**src/rtl/xlat_pkg.sv**
```systemverilog
package xlat_pkg;
  localparam int unsigned VPN_W  = 20;
  localparam int unsigned PFN_W  = 20;
  localparam int unsigned PROT_W = 3;

  typedef struct packed {
    logic [VPN_W-1:0]  vpn;
    logic [PFN_W-1:0]  pfn;
    logic [PROT_W-1:0] prot;
    logic              dirty;
  } xlat_entry_t;

  typedef enum logic [0:0] {
    ST_IDLE = 1'b0,
    ST_WAIT = 1'b1
  } miss_state_e;
endpackage

```
**src/rtl/xlat_entry_array.sv**
```systemverilog
module xlat_entry_array
  import xlat_pkg::*;
#(
  parameter int unsigned N     = 8,
  parameter int unsigned IDX_W = (N > 1) ? $clog2(N) : 1
) (
  input  logic             clk_i,
  input  logic             rst_ni,
  input  logic             flush_i,
  input  logic             fill_en_i,
  input  logic [IDX_W-1:0] fill_idx_i,
  input  xlat_entry_t      fill_entry_i,
  input  logic [VPN_W-1:0] lookup_vpn_i,
  output logic [N-1:0]     valid_o,
  output logic             hit_o,
  output xlat_entry_t      hit_entry_o
);
  logic [N-1:0] match_vec;
  xlat_entry_t  ent_w [N];

  for (genvar g = 0; g < N; g++) begin : g_slot
    logic        v_q;
    xlat_entry_t e_q;
    logic        sel;

    assign sel = fill_en_i && (fill_idx_i == IDX_W'(g));

    always_ff @(posedge clk_i or negedge rst_ni) begin
      if (!rst_ni)      v_q <= 1'b0;
      else if (flush_i) v_q <= 1'b0;
      else if (sel)     v_q <= 1'b1;
    end

    always_ff @(posedge clk_i) begin
      if (sel && !flush_i) e_q <= fill_entry_i;
    end

    assign valid_o[g]   = v_q;
    assign ent_w[g]     = e_q;
    assign match_vec[g] = v_q && (e_q.vpn == lookup_vpn_i);
  end

  always_comb begin
    hit_entry_o = '0;
    for (int i = 0; i < N; i++) begin
      if (match_vec[i]) hit_entry_o = ent_w[i];
    end
  end

  assign hit_o = |match_vec;

  // parallel compare never yields two matches
  p_single_match_r11: assert property (@(posedge clk_i) disable iff (!rst_ni)
    $onehot0(match_vec));

  // flush leaves every slot empty
  p_flush_empties_r8: assert property (@(posedge clk_i) disable iff (!rst_ni)
    flush_i |=> (valid_o == '0));
endmodule

```
**src/rtl/xlat_victim_sel.sv**
```systemverilog
module xlat_victim_sel #(
  parameter int unsigned N     = 8,
  parameter int unsigned IDX_W = (N > 1) ? $clog2(N) : 1
) (
  input  logic             clk_i,
  input  logic             rst_ni,
  input  logic [N-1:0]     valid_i,
  input  logic             advance_i,
  output logic [IDX_W-1:0] victim_o
);
  logic [IDX_W-1:0] ptr_q;
  logic [IDX_W-1:0] first_free;
  logic             any_free;

  always_comb begin
    first_free = '0;
    for (int i = N - 1; i >= 0; i--) begin
      if (!valid_i[i]) first_free = IDX_W'(i);
    end
  end

  assign any_free = ~&valid_i;
  assign victim_o = any_free ? first_free : ptr_q;

  always_ff @(posedge clk_i or negedge rst_ni) begin
    if (!rst_ni) ptr_q <= '0;
    else if (advance_i) ptr_q <= (ptr_q == IDX_W'(N - 1)) ? '0 : ptr_q + 1'b1;
  end

  // a free slot is always preferred over an occupied one
  p_free_first_r5: assert property (@(posedge clk_i) disable iff (!rst_ni)
    any_free |-> !valid_i[victim_o]);
endmodule

```
**src/rtl/xlat_miss_ctrl.sv**
```systemverilog
module xlat_miss_ctrl
  import xlat_pkg::*;
(
  input  logic clk_i,
  input  logic rst_ni,
  input  logic flush_i,
  input  logic req_valid_i,
  input  logic hit_i,
  input  logic pt_rsp_valid_i,
  input  logic pt_rsp_present_i,
  output logic ready_o,
  output logic accept_hit_o,
  output logic accept_miss_o,
  output logic pt_req_o,
  output logic reply_o,
  output logic fill_en_o
);
  miss_state_e state_q, state_d;
  logic        accept;

  assign ready_o       = (state_q == ST_IDLE) && !flush_i;
  assign accept        = req_valid_i && ready_o;
  assign accept_hit_o  = accept && hit_i;
  assign accept_miss_o = accept && !hit_i;
  assign pt_req_o      = (state_q == ST_WAIT);
  assign reply_o       = pt_req_o && pt_rsp_valid_i;
  assign fill_en_o     = reply_o && pt_rsp_present_i && !flush_i;

  always_comb begin
    state_d = state_q;
    unique case (state_q)
      ST_IDLE: if (accept_miss_o) state_d = ST_WAIT;
      ST_WAIT: if (pt_rsp_valid_i) state_d = ST_IDLE;
      default: state_d = ST_IDLE;
    endcase
  end

  always_ff @(posedge clk_i or negedge rst_ni) begin
    if (!rst_ni) state_q <= ST_IDLE;
    else         state_q <= state_d;
  end

  // request held until the reply strobe
  p_req_held_r3: assert property (@(posedge clk_i) disable iff (!rst_ni)
    (pt_req_o && !pt_rsp_valid_i) |=> pt_req_o);

  // nothing accepted while a miss is outstanding
  p_busy_blocks_r9: assert property (@(posedge clk_i) disable iff (!rst_ni)
    pt_req_o |-> !accept);
endmodule

```
**src/rtl/xlat_cache.sv**
```systemverilog
module xlat_cache
  import xlat_pkg::*;
#(
  parameter int unsigned NUM_ENTRIES = 8,
  parameter int unsigned CNT_W       = 16
) (
  input  logic              clk_i,
  input  logic              rst_ni,
  input  logic              flush_i,
  input  logic              req_valid_i,
  input  logic [VPN_W-1:0]  req_vpn_i,
  output logic              ready_o,
  output logic              rsp_valid_o,
  output logic              rsp_hit_o,
  output logic              rsp_fault_o,
  output logic [PFN_W-1:0]  rsp_pfn_o,
  output logic [PROT_W-1:0] rsp_prot_o,
  output logic              rsp_dirty_o,
  output logic              pt_req_o,
  output logic [VPN_W-1:0]  pt_vpn_o,
  input  logic              pt_rsp_valid_i,
  input  logic              pt_rsp_present_i,
  input  logic [PFN_W-1:0]  pt_rsp_pfn_i,
  input  logic [PROT_W-1:0] pt_rsp_prot_i,
  input  logic              pt_rsp_dirty_i,
  output logic [CNT_W-1:0]  hit_count_o,
  output logic [CNT_W-1:0]  miss_count_o
);
  localparam int unsigned IDX_W = (NUM_ENTRIES > 1) ? $clog2(NUM_ENTRIES) : 1;

  logic [NUM_ENTRIES-1:0] valid_vec;
  logic                   hit;
  xlat_entry_t            hit_entry, fill_entry;
  logic [IDX_W-1:0]       victim;
  logic                   accept_hit, accept_miss, reply, fill_en;
  logic [VPN_W-1:0]       pend_vpn_q;

  assign fill_entry = '{vpn: pend_vpn_q, pfn: pt_rsp_pfn_i,
                        prot: pt_rsp_prot_i, dirty: pt_rsp_dirty_i};

  xlat_entry_array #(.N(NUM_ENTRIES), .IDX_W(IDX_W)) u_array (
    .clk_i        (clk_i),
    .rst_ni       (rst_ni),
    .flush_i      (flush_i),
    .fill_en_i    (fill_en),
    .fill_idx_i   (victim),
    .fill_entry_i (fill_entry),
    .lookup_vpn_i (req_vpn_i),
    .valid_o      (valid_vec),
    .hit_o        (hit),
    .hit_entry_o  (hit_entry)
  );

  xlat_victim_sel #(.N(NUM_ENTRIES), .IDX_W(IDX_W)) u_victim (
    .clk_i     (clk_i),
    .rst_ni    (rst_ni),
    .valid_i   (valid_vec),
    .advance_i (fill_en),
    .victim_o  (victim)
  );

  xlat_miss_ctrl u_ctrl (
    .clk_i            (clk_i),
    .rst_ni           (rst_ni),
    .flush_i          (flush_i),
    .req_valid_i      (req_valid_i),
    .hit_i            (hit),
    .pt_rsp_valid_i   (pt_rsp_valid_i),
    .pt_rsp_present_i (pt_rsp_present_i),
    .ready_o          (ready_o),
    .accept_hit_o     (accept_hit),
    .accept_miss_o    (accept_miss),
    .pt_req_o         (pt_req_o),
    .reply_o          (reply),
    .fill_en_o        (fill_en)
  );

  always_ff @(posedge clk_i or negedge rst_ni) begin
    if (!rst_ni) pend_vpn_q <= '0;
    else if (accept_miss) pend_vpn_q <= req_vpn_i;
  end
  assign pt_vpn_o = pend_vpn_q;

  always_ff @(posedge clk_i or negedge rst_ni) begin
    if (!rst_ni) begin
      rsp_valid_o <= 1'b0;
      rsp_hit_o   <= 1'b0;
      rsp_fault_o <= 1'b0;
      rsp_pfn_o   <= '0;
      rsp_prot_o  <= '0;
      rsp_dirty_o <= 1'b0;
    end else begin
      rsp_valid_o <= accept_hit || reply;
      if (accept_hit) begin
        rsp_hit_o   <= 1'b1;
        rsp_fault_o <= 1'b0;
        rsp_pfn_o   <= hit_entry.pfn;
        rsp_prot_o  <= hit_entry.prot;
        rsp_dirty_o <= hit_entry.dirty;
      end else if (reply) begin
        rsp_hit_o   <= 1'b0;
        rsp_fault_o <= !pt_rsp_present_i;
        rsp_pfn_o   <= pt_rsp_pfn_i;
        rsp_prot_o  <= pt_rsp_prot_i;
        rsp_dirty_o <= pt_rsp_dirty_i;
      end
    end
  end

  always_ff @(posedge clk_i or negedge rst_ni) begin
    if (!rst_ni) begin
      hit_count_o  <= '0;
      miss_count_o <= '0;
    end else begin
      if (accept_hit)  hit_count_o  <= hit_count_o + 1'b1;
      if (accept_miss) miss_count_o <= miss_count_o + 1'b1;
    end
  end

  // a resident page answers in the next cycle without a fetch
  p_hit_next_r2: assert property (@(posedge clk_i) disable iff (!rst_ni)
    (req_valid_i && ready_o && hit) |=> (rsp_valid_o && rsp_hit_o && !pt_req_o));

  // a miss raises the fetch in the next cycle
  p_miss_fetch_r3: assert property (@(posedge clk_i) disable iff (!rst_ni)
    (req_valid_i && ready_o && !hit) |=> (pt_req_o && !rsp_valid_o));

  // a non-hit response always follows a reply strobe
  p_fill_after_reply_r4: assert property (@(posedge clk_i) disable iff (!rst_ni)
    (rsp_valid_o && !rsp_hit_o) |-> $past(pt_rsp_valid_i && pt_req_o));

  // a fault never claims a hit and never fills a slot
  p_fault_no_fill_r7: assert property (@(posedge clk_i) disable iff (!rst_ni)
    (pt_req_o && pt_rsp_valid_i && !pt_rsp_present_i) |=>
      (rsp_fault_o && !rsp_hit_o && $stable(valid_vec)));
endmodule

```
**config.mk**
```make
export PLATFORM = sky130hd
export DESIGN_NAME = xlat_cache
export DESIGN_NICKNAME = d
export VERILOG_FILES = /design/src/rtl/xlat_pkg.sv /design/src/rtl/xlat_entry_array.sv /design/src/rtl/xlat_victim_sel.sv /design/src/rtl/xlat_miss_ctrl.sv /design/src/rtl/xlat_cache.sv
export SDC_FILE = /design/constraint.sdc
export NUM_CORES = 1
export LEC_CHECK = 0
export ABC_AREA = 1
export BUFFER_PORTS_ARGS = -buffer_cell sky130_fd_sc_hd__buf_2
export CAP_MARGIN = 0
export CORE_ASPECT_RATIO = 0.75
export CORE_UTILIZATION = 51
export CTS_CLUSTER_DIAMETER = 30
export CTS_CLUSTER_SIZE = 28
export DETAILED_ROUTE_END_ITERATION = 10
export GPL_TIMING_DRIVEN = 0
export HOLD_SLACK_MARGIN = 0.15
export PLACE_DENSITY = 0.69
export SYNTH_ARGS = -nofsm -noshare
export SYNTH_HDL_FRONTEND = slang
export SYNTH_SLANG_ARGS = --single-unit
```
**constraint.sdc**
```tcl
create_clock -name clk_i -period 5 [get_ports clk_i]
set_clock_uncertainty 0.15 [all_clocks]
set_input_delay 1 -clock clk_i [delete_from_list [all_inputs] [get_ports clk_i]]
set_output_delay 1 -clock clk_i [all_outputs]
set_load 0.05 [all_outputs]
```
==> results.toml, run 1 <==
[finish]
layoutNonFillerInstCount = 2961
drive_gt1_frac = 0.156
nets = 2419
final_common_cell = "nand2_1"
final_cell_mix = "nand2_1 (749), edfxtp_1 (352), nor2_1 (239)"
fin_area_sq_um = 24800
areaGrowthSynthToFinish_pct = 21.2

[power_and_ir_drop]
power.density_nw_per_um2 = 442
p_leak_nw = 10.8
power_w = 0.0109
ir_worst_vdd_uv = 305

[sta]
finalCriticalPeriod_ns = 4.04
final-hold-violation-count = 0
setup_viol = 0
rsz0062_at_grt = "false"
timing.fmax_mhz = 248
finalMaxSlewViolations = 0
period_share = 0.808
slew_headroom = 0.257
fin_ws_ns = 0.961
max_slew.worst_pin.slew_ns = 1.10

[clock_tree]
htree_levels = 3
cts_hold_buf = 0
clkSinkCount = 443
root_buffer = "clkbuf_16"
clock_latency_ns = 0.61
postCtsSetupRepairBufs = 0
clk_pin_slew_ns = 0.05
cts_inserted_buffers = 86
tritoncts = "built"
clk_path_buf_depth = 3
cts_resized = 0

[floorplan]
die_y_um = 175
num_rows = 63
die-area_sq_um = 40900
start_util = 0.518
die_w_um = 233
coreArea_sq_um = 39500
num_io_pins = 131

[synthesis]
synth_edf_count = 352
netlist_area_sq_um = 20500
synth_ff_type = "edfxtp_1"
yosysSeqAreaShare = 0.628
synthArstFlopShare = 0.205
synth.avg_cell_area_sq_um = 9.49
syn_nets = 2210
synth_cell_type_count = 47
ys_warn_count = 0
syn_inst = 2156
ys_ff_latch = 443

[drt]
postRouteWirelength_um = 63800
post_drt_wl_per_cell_um = 21.5
vias_per_cell = 5.56
dr.pass1.iters = 6
drcViolationCount = 0
final_antenna_net_count = 0
dr_total_vias = 16400
first_iter_violations = 1885

[hold_path]
min_path_type = "in2async"

[run_status]
outcome = "finished, final reports clean"

[placement]
gp_congestion = 0.986
dp_hpwl_um = 45500
dp_slack_ns = 0.630
numPlacedInstances = 2797
place_area_sq_um = 21900
portBuffers = 112

[worst_setup_path]
arrival_ns = 4.40
path_max_fanout = 10
cp-start-kind = "primary input"
worstSetupPathType = "in2reg"
end_kind = "flip-flop"
required_ns = 5.36

[global_routing]
grt_overflow = 0
antenna_found_initial = 5
grt_pass1_wl_um = 94200
grt_max_degree = 70
grt_usage = 0.318
grt_pass1_vias = 15300

[run]
max-cap-violations = 0
[routing by layer]
| metal | share of wire | global-route usage |
|---|---|---|
| met5 | 0.0025 | 0.0240 |
| met4 | 0.021 | 0.0861 |
| met3 | 0.13 | 0.140 |
| met2 | 0.39 | 0.412 |
| met1 | 0.45 | 0.476 |
[final timing paths]
| path | cells after the start | start | endpoint | slack (ns) |
|---|---|---|---|---|
| max reg2reg | 6 | u_ctrl.pt_req_o | u_array.ent_w[13] | 1.40 |
| max in group asynchronous | 2 | rst_ni | rsp_prot_o[1] | 3.79 |
| min | 1 | rst_ni | pt_vpn_o[4] | 0.20 |
| min in group clk_i | 1 | hit_count_o[14] | hit_count_o[14] | 0.35 |
| min reg2reg | 1 | hit_count_o[14] | hit_count_o[14] | 0.35 |
| max | 17 | req_vpn_i[12] | rsp_prot_o[1] | 0.96 |
[per-stage QoR]
step	setup TNS, ns	hold WS (ns)	util
final	0	0.196	0.628
after global routing	0	0.197	0.627
after CTS	0	0.183	0.627
after detailed placement	0	0.335	0.555
after global placement	-380.25	0.314	0.549
after floorplan	0	0.381	-
[cells in the mapped netlist (all sizes together) (16+ instances only)]
cell type | n | area [sq um]
xor2 | 16 | 140
dfrtp | 91 | 2280
nor2 | 253 | 980
edfxtp | 352 | 10600
nand4 | 58 | 378
buf | 35 | 215
clkbuf | 33 | 124
nor4 | 20 | 125
or2 | 34 | 213
nand2 | 756 | 2870
a21oi | 50 | 250
xnor2 | 35 | 307
o21ai | 100 | 500
nand3 | 85 | 473
inv | 201 | 759
[where the power goes]
part           switching (W)  total (W)  leakage, nW  internal, W
Sequential          0.000195    0.00437         4.30      0.00417
Clock                0.00206    0.00562         1.38      0.00356
Combinational       0.000750   0.000960         5.17     0.000210
[cell type report]
class	count	area [sq um]
diodes	3	7.51
well taps	520	651
plain buffers	68	339
clock buffers	105	2310
multi-input cells	1443	6560
fillers	3151	14700
inverters	202	763
repair buffers	121	751
flip-flops and latches	443	12800
clock inverters	56	549
[flip-flops by register name, indices dropped and copies added, names as in the netlist]
signal,flops
rsp_hit_o,1
miss_count_o,16
pt_vpn_o,20
rsp_pfn_o,20
rsp_fault_o,1
u_array.ent_w,352
rsp_prot_o,3
u_ctrl.pt_req_o,1
u_victim.ptr_q,3
rsp_dirty_o,1
hit_count_o,16
rsp_valid_o,1
u_array.g_slot.v_q,8
[cells by family after synthesis]
family / Yosys count / synth area share
and+or+nand+nor: 1220 / 0.251
muxes: 1 / 0.000489
adders and majority gates: 4 / 0.00245
buffers and inverters: 270 / 0.0539
xor gates and xnor gates: 51 / 0.0218
AOI/OAI and AO/OA: 167 / 0.0423
DFF: 443 / 0.628
[critical path, stage by stage]
cell and delay [ns]:
buf_2 0.21, inv_2 0.14, buf_6 0.18, nand2_1 0.20
nand2_1 0.08, nor2_1 0.24, nand2_1 0.09, nor2_1 0.41
nand3_2 0.37, nand2_1 0.25, nor2_4 0.10, nand2_4 0.08
nand2_4 0.12, nand2_1 0.24, clkbuf_1 0.40, nor2_1 0.08
a21oi_1 0.18
No activity file was read; power rests on OpenSTA's default activity.
==> inputs of run 2 (changes only) <==
clock period = 4.14 ns   (was 5 ns; I/O delays follow)
==> results.toml, run 2 (same netlist as run 1, synthesis figures left out) <==
[finish]
nets = 2420
regArea_sq_um = 12800
fin_util = 0.628
drive_gt1_frac = 0.156
areaGrowthSynthToFinish_pct = 21.2
largest_register_ffs = 352
multi_input_area_sq_um = 6560
final_cell_mix = "nand2_1 (749), edfxtp_1 (352), nor2_1 (239)"
fillers = 3150
layoutNonFillerInstCount = 2962
final_common_cell = "nand2_1"

[drt]
vias_per_cell = 5.51
dr_total_vias = 16300
postRouteWirelength_um = 63800
post_drt_wl_per_cell_um = 21.6
first_iter_violations = 1899
dr.pass1.iters = 5
final_antenna_net_count = 0
drcViolationCount = 0

[global_routing]
grt_pass1_vias = 15300
grt_max_degree = 70
grt_overflow = 0
antenna_found_initial = 5
grt_pass1_wl_um = 94200
grt_usage = 0.318

[worst_setup_path]
slowest_delay_ns = 0.67
critPathTopFamily = "simple AND/OR/NAND/NOR gates"
critPathLaunch = "req_vpn_i[12]"
crit_chain = "buf_2 -> inv_2 -> buf_6 -> nand2_1 -> nand2_1 -> nor2_1 -> nand2_1 -> nor2_1 -> nand3_2 -> nand2_1 -> nor2_4 -> nand3_4 -> clkbuf_1 -> o21ai_0"
required_ns = 4.43
reg2reg_depth = 6
cp-start-kind = "primary input"
cp_common_cell = "nand2_1"
crit_slowest_cell = "clkbuf_1"
r2r_end = "u_array.ent_w[13]"
arrival_ns = 4.19
reg2reg_slack_ns = 0.51
path_max_fanout = 10
worstReg2RegStart = "u_ctrl.pt_req_o"
crit_buf_inv = 4
end_kind = "flip-flop"
worstSetupPathType = "in2reg"

[clock_tree]
root_buffer = "clkbuf_16"
clk_path_buf_depth = 3
htree_levels = 3
postCtsSetupRepairBufs = 0
clkSinkCount = 443
cts_inserted_buffers = 86
cts_resized = 0
cts_hold_buf = 1
clock_latency_ns = 0.62
clk_pin_slew_ns = 0.05
tritoncts = "built"

[placement]
numPlacedInstances = 2797
gp_congestion = 0.986
dp_hpwl_um = 45500
portBuffers = 112

[floorplan]
die_w_um = 233
coreArea_sq_um = 39500
num_rows = 63
start_util = 0.518
die-area_sq_um = 40900
num_io_pins = 131
die_y_um = 175

[power_and_ir_drop]
power.density_nw_per_um2 = 533
p_leak_nw = 10.9
ir_worst_vdd_uv = 367

[sta]
rsz0062_at_grt = "false"
setup_viol = 0
period_share = 0.943
fin_tns_setup_ns = 0
max_slew.worst_pin.slew_ns = 1.07
final-hold-violation-count = 0
timing.fmax_mhz = 256
holdWs_ns = 0.284
finalCriticalPeriod_ns = 3.90
slew_headroom = 0.280
finalMaxSlewViolations = 0

[hold_path]
hp-start = "pt_rsp_present_i"
hold_end = "rsp_fault_o"
min_path_type = "in2reg"
worstHoldPathCells = 2

[run_status]
outcome = "finished, final reports clean"

[run]
max-cap-violations = 0
## run 2: cell types whose count changed in the layout (fill, tap and decap cells not counted)
| cell | change |
|---|---|
| dlygate4sd3_1 | +1 |
## run 2: power breakdown
group	switching [W]	leakage [nW]	internal, W	total, W
clock network	0.00249	1.38	0.00429	0.00678
registers	0.000236	4.30	0.00504	0.00528
logic	0.000906	5.17	0.000254	0.00116
## run 2: area by class of cell
| class | instances | share of cell area |
|---|---|---|
| well taps | 520 | 0.0262 |
| clock inverters | 56 | 0.0222 |
| multi-input cells | 1443 | 0.265 |
| diodes | 3 | 0.000303 |
| inverters | 202 | 0.0308 |
| repair buffers | 122 | 0.0307 |
| flip-flops and latches | 443 | 0.518 |
| plain buffers | 68 | 0.0137 |
| clock buffers | 105 | 0.0934 |
## run 2: how the worst max path moves through the flow
| stage | to | slack, ns | cells after the start |
|---|---|---|---|
| final | u_ctrl.pt_req_o | 0.24 | 14 |
| after global routing | pt_vpn_o[16] | 0.24 | 15 |
| after CTS | u_array.ent_w[13] | 0.54 | 6 |
| after detailed placement | u_ctrl.pt_req_o | -0.06 | 14 |
| after global placement | u_array.ent_w[10] | -2.13 | 6 |
| after floorplan | u_array.ent_w[0] | -0.09 | 5 |
## run 2: per-layer routing
metal  track usage  wire length (um)  up-vias
met5        0.0240               158        -
met4        0.0861              1290        6
met3         0.140              8910      101
met2         0.412             24900      860
met1         0.476             28600     7783
li1              -                 -     7583
## run 2: metrics by stage
stage / setup slack, ns / cell area (sq um) / power, W
2_1_floorplan: -0.0905 / 20500 / 0.00603
3_3_place_gp: -2.13 / 21700 / 0.00647
3_5_place_dp: -0.0575 / 21900 / 0.00649
4_1_cts: 0.540 / 24800 / 0.0133
5_1_grt: 0.244 / 24800 / 0.0136
6_report: 0.236 / 24800 / 0.0132
## run 2: worst reg2reg max path: cells and delay by family (launching register included)
family                 cells  cell delay [ns]
buffers and inverters      2             0.64
AND/OR/NAND/NOR            4             2.10
flip-flops                 1             0.40
